### src/rtl/ps2_cmd_rx.sv
`timescale 1ns/1ps
module ps2_cmd_rx #(
  parameter int CLK_HZ     = 50_000_000,
  parameter int PS2_HZ     = 12_500,
  parameter int POLL_US    = 5_000,
  parameter int INHIBIT_US = 100
) (
  input  logic       clk,
  input  logic       rst_n,
  input  logic       ps2_clk_i,
  input  logic       ps2_data_i,
  output logic       ps2_clk_oe,
  output logic       ps2_data_oe,
  output logic [7:0] rx_byte,
  output logic       byte_valid,
  output logic       byte_err
);
  localparam int HALF = CLK_HZ / (2 * PS2_HZ);
  localparam int POLL = (CLK_HZ / 1_000_000) * POLL_US;
  localparam int INH  = (CLK_HZ / 1_000_000) * INHIBIT_US;
  localparam int TW   = $clog2(POLL + HALF + 1);
  localparam int IW   = $clog2(INH + 1);

  typedef enum logic [1:0] {IDLE, LOW, HIGH, SETTLE} st_t;

  st_t         st;
  logic [TW-1:0] tmr;
  logic [IW-1:0] inh;
  logic [3:0]  pulse;
  logic [9:0]  sh;
  logic        stuck;
  logic [1:0]  cs, ds, oe_hist;

  wire clk_s     = cs[1];
  wire data_s    = ds[1];
  wire host_low  = ~clk_s & ~oe_hist[1];
  wire frame_ok  = (^sh[8:0]) & sh[9];
  wire half_done = (tmr == TW'(HALF - 1));

  always_ff @(posedge clk or negedge rst_n) begin
    if (!rst_n) begin
      cs      <= 2'b11;
      ds      <= 2'b11;
      oe_hist <= 2'b00;
    end else begin
      cs      <= {cs[0], ps2_clk_i};
      ds      <= {ds[0], ps2_data_i};
      oe_hist <= {oe_hist[0], ps2_clk_oe};
    end
  end

  always_ff @(posedge clk or negedge rst_n) begin
    if (!rst_n) begin
      st          <= IDLE;
      tmr         <= '0;
      inh         <= '0;
      pulse       <= '0;
      sh          <= '0;
      stuck       <= 1'b0;
      ps2_clk_oe  <= 1'b0;
      ps2_data_oe <= 1'b0;
      rx_byte     <= '0;
      byte_valid  <= 1'b0;
      byte_err    <= 1'b0;
    end else begin
      byte_valid <= 1'b0;
      byte_err   <= 1'b0;
      case (st)
        IDLE: begin
          ps2_clk_oe  <= 1'b0;
          ps2_data_oe <= 1'b0;
          if (tmr == TW'(POLL - 1)) begin
            tmr <= '0;
            if (clk_s && !data_s) begin
              st         <= LOW;
              ps2_clk_oe <= 1'b1;
              pulse      <= '0;
              stuck      <= 1'b0;
            end
          end else begin
            tmr <= tmr + 1'b1;
          end
        end
        LOW: begin
          if (half_done) begin
            tmr        <= '0;
            inh        <= '0;
            ps2_clk_oe <= 1'b0;
            st         <= HIGH;
          end else begin
            tmr <= tmr + 1'b1;
          end
        end
        HIGH: begin
          if (host_low) begin
            if (inh != IW'(INH - 1)) begin
              inh <= inh + 1'b1;
            end else if (!stuck && pulse != 4'd10) begin
              st          <= IDLE;
              tmr         <= '0;
              ps2_data_oe <= 1'b0;
            end
          end else if (half_done) begin
            tmr <= '0;
            if (stuck) begin
              if (data_s) begin
                byte_err <= 1'b1;
                rx_byte  <= sh[7:0];
                st       <= IDLE;
              end else begin
                ps2_clk_oe <= 1'b1;
                st         <= LOW;
              end
            end else if (pulse != 4'd10) begin
              sh         <= {data_s, sh[9:1]};
              pulse      <= pulse + 1'b1;
              ps2_clk_oe <= 1'b1;
              st         <= LOW;
              if (pulse == 4'd9) ps2_data_oe <= 1'b1;
            end else begin
              ps2_data_oe <= 1'b0;
              st          <= SETTLE;
            end
          end else begin
            tmr <= tmr + 1'b1;
          end
        end
        SETTLE: begin
          if (tmr == TW'(2)) begin
            tmr <= '0;
            if (data_s) begin
              rx_byte    <= sh[7:0];
              byte_valid <= frame_ok;
              byte_err   <= ~frame_ok;
              st         <= IDLE;
            end else begin
              stuck      <= 1'b1;
              ps2_clk_oe <= 1'b1;
              st         <= LOW;
            end
          end else begin
            tmr <= tmr + 1'b1;
          end
        end
        default: st <= IDLE;
      endcase
    end
  end
endmodule


### config.mk
export PLATFORM = sky130hd
export DESIGN_NAME = ps2_cmd_rx
export DESIGN_NICKNAME = d
export VERILOG_FILES = /design/src/rtl/ps2_cmd_rx.sv
export SDC_FILE = /design/constraint.sdc
export NUM_CORES = 1
export LEC_CHECK = 0
export ABC_AREA = 1
export BUFFER_PORTS_ARGS = -buffer_cell sky130_fd_sc_hd__buf_2
export CAP_MARGIN = 25
export CORE_MARGIN = 5
export CORE_UTILIZATION = 25
export DETAILED_ROUTE_END_ITERATION = 7
export GPL_ROUTABILITY_DRIVEN = 0
export PLACE_DENSITY_LB_ADDON = 0.08
export SETUP_SLACK_MARGIN = 0.3
export SLEW_MARGIN = 20
export SYNTH_ARGS = -nofsm -noshare
export SYNTH_HDL_FRONTEND = slang
export SYNTH_SLANG_ARGS = --single-unit
### constraint.sdc
create_clock -name clk -period 3.29 [get_ports clk]
set_input_delay 0.658 -clock clk [delete_from_list [all_inputs] [get_ports clk]]
set_output_delay 0.658 -clock clk [all_outputs]
set_load 0.02 [all_outputs]
==> results.py <==
metrics = {
    "min_path": {
        "hp-class": "in2async",
    },
    "floorplan": {
        "die_x_microns": 140,
        "start_util": 0.255,
        "ios": 16,
        "core_area_sq_um": 16600,
        "die-area_sq_um": 19600,
        "num_rows": 47,
        "die_y_microns": 140,
    },
    "cts": {
        "cts_resized": 0,
        "post_cts_buffers": 0,
        "clock_latency_ns": 0.34,
        "htreeDepth": 3,
        "clockRootBuffer": "clkbuf_16",
        "clk_pin_slew_worst_paths_ns": 0.06,
        "cts_max_path_buffers": 2,
        "clock-sinks": 66,
        "cts_buffers": 9,
        "cts_tree": "yes",
        "holdBufCountCts": 0,
    },
    "yosys": {
        "syn_avg_cell_area_sq_um": 7.17,
        "yosysWarnings": 0,
        "synth_nets": 601,
        "ys_ff_latch": 66,
        "syn_inst": 591,
        "synth.distinct_cells": 33,
        "syn-cell-area_sq_um": 4240,
        "yosysSeqAreaShare": 0.391,
    },
    "critical_path": {
        "critical_path.slowest_cell": "dfrtp_1",
        "worst_path_most_repeated_cell": "nand2_1",
        "cp-end-kind": "register",
        "worstSetupPathType": "reg2reg",
        "reg2reg_setup_slack_ns": 1.28,
        "worstPathArrival_ns": 2.24,
        "path_cells": "inv_1, ha_1, inv_1, nor2_1, nand3_1, nor2_1, nand2_1, nand2_2, nand2_1, clkinv_2, nand2_4, nand2_1, nand2_1",
        "slowest_delay_ns": 0.38,
        "crit_path_start_kind": "register",
        "crit_required_ns": 3.52,
        "worstPathMaxFanout": 9,
    },
    "global_routing": {
        "grt_usage": 0.124,
        "antenna_found_initial": 0,
        "grt_pass1_wl_mm": 19.5,
        "gr-total-overflow": 0,
        "grt_pass1_vias": 3675,
        "grt_max_degree": 67,
    },
    "final_layout": {
        "fin_area_sq_um": 4820,
        "mostFrequentLayoutCells": "nand2_1 (184), nor2_1 (66), nand3_1 (63)",
        "final_nets": 615,
        "fillers": 1865,
        "syn2layout_area_growth_pct": 13.8,
        "drive_gt1_frac": 0.141,
        "final_common_cell": "nand2_1",
        "diodes": 0,
    },
    "placement": {
        "dpl_worst_slack_ns": 1.24,
        "hpwl_mm": 8.39,
        "placed_area_sq_um": 4490,
        "io_buffers": 15,
    },
    "power_and_ir_drop": {
        "switching_share": 0.230,
        "p_leak_uw": 0.00225,
        "power.density_nw_per_um2": 381,
        "p_seq_frac": 0.446,
        "intPower_uw": 1410,
        "p_switching_uw": 422,
        "clkPwrFrac": 0.538,
        "comb_power_share": 0.016,
        "ir_worst_vdd_uv": 255,
        "power_uw": 1840,
    },
    "routing": {
        "drt-initial-drc-count": 155,
        "dr.pass1.iters": 4,
        "vias": 3670,
        "routedWlPerCell_microns": 13.6,
        "drc": 0,
        "wirelength_mm": 11.3,
        "avgViaCountPerCell": 4.42,
        "ant_nets": 0,
    },
    "status": {
        "status": "finished, final reports clean",
    },
    "run": {
        "max_cap_violations": 0,
    },
    "timing": {
        "slew_headroom": 0.579,
        "fmax_mhz": 498,
        "timing.final.crit_share": 0.611,
        "hold_viol": 0,
        "setup-violations-final": 0,
        "finalSetupTns_ns": 0,
        "drv_slew": 0,
        "setup_slack_ns": 1.28,
        "hold_slack_ns": 0.221,
        "fin_worst_skew_ns": 0.00550,
        "min_period_ns": 2.01,
        "worst_pin_slew_ns": 0.626,
        "rsz0062_at_grt": "no",
    },
}
[worst max-delay path, delay by kind of cell (launching register included)]
kind,cells,cell delay [ns]
fa+ha+maj,1,0.19
buf+inv,3,0.33
flops,1,0.38
simple gates,9,0.99
[metal layers]
layer / share of wire / vias up / GRT usage
met1: 0.49 / 1680 / 0.168
met5: 0 / - / 0
met4: 0.016 / 0 / 0.0439
met3: 0.033 / 11 / 0.0283
li1: - / 1927 / -
met2: 0.46 / 52 / 0.194
[cell usage after synthesis]
master / n / area (sq um)
nand2_4: 2 / 22.5
inv_2: 7 / 26.3
nand2_8: 1 / 20.0
nor3_1: 11 / 55.1
o21bai_1: 5 / 37.5
nor2_1: 66 / 248
nor2_2: 12 / 75.1
a21oi_1: 1 / 5.00
nor4_4: 1 / 21.3
nor2_8: 1 / 20.0
nand2_1: 184 / 691
dfrtp_1: 62 / 1550
dfstp_2: 4 / 105
nand3_2: 4 / 40.0
ha_1: 6 / 75.1
o21ai_2: 7 / 61.3
buf_6: 3 / 33.8
o21ai_1: 10 / 50.1
nand2_2: 10 / 62.6
o2111ai_1: 1 / 8.76
nand3_1: 63 / 315
buf_4: 6 / 45.0
clkinv_2: 1 / 5.00
xnor2_1: 3 / 26.3
buf_2: 4 / 20.0
xor2_1: 9 / 78.8
inv_1: 60 / 225
nor2_4: 4 / 45.0
o311ai_0: 3 / 26.3
nand3b_1: 5 / 37.5
o21ai_0: 14 / 70.1
and2_1: 1 / 6.26
nand4_1: 20 / 125
[per-stage QoR]
| step | cells | util |
|---|---|---|
| finish | 830 | 0.291 |
| global route | 830 | 0.291 |
| CTS | 829 | 0.289 |
| detailed placement | 813 | 0.271 |
| global placement | 813 | 0.271 |
| floorplan | 591 | - |
[state kept, by name, summed over array words and instances (netlist names)]
signal,flops
ps2_data_oe,1
byte_valid,1
inh,13
ps2_clk_oe,1
oe_hist,2
sh,10
pulse,4
byte_err,1
stuck,1
ds,2
st,2
tmr,18
rx_byte,8
cs,2
[final timing paths]
check	cells after the start	to	start
setup / recovery	13	rx_byte[6]	tmr[0]
hold / removal	1	inh[3]	rst_n
setup reg to reg	13	rx_byte[6]	tmr[0]
hold reg to reg	0	ds[1]	ds[0]
max in group asynchronous	2	ds[0]	rst_n
min in group clk	0	ds[1]	ds[0]
[final cells by class]
type | count | area (sq um) | area share
multi-input cells | 444 | 2220 | 0.461
flip-flops and latches | 66 | 1660 | 0.344
well taps | 220 | 275 | 0.0571
inverters | 68 | 256 | 0.0532
clock buffers | 9 | 225 | 0.0467
repair buffers | 16 | 105 | 0.0218
clock inverters | 7 | 77.6 | 0.0161
[kinds of logic after synthesis]
family,count (synthesis),share of synthesized area
buf+inv,81,0.0839
simple gates,385,0.421
xor+xnor,12,0.0248
flops,66,0.391
compound gates,41,0.0612
fa+ha+maj,6,0.0177
[power groups by stage]
stage | registers (uW) | logic (uW) | clock network [uW]
5_1_grt | 818 | 34.2 | 1060
2_1_floorplan | 833 | 4.30 | 0
3_3_place_gp | 833 | 26.9 | 0
4_1_cts | 818 | 27.2 | 1020
3_5_place_dp | 833 | 27.2 | 0
6_report | 818 | 28.9 | 988
Power figures use the tool's default switching activity.
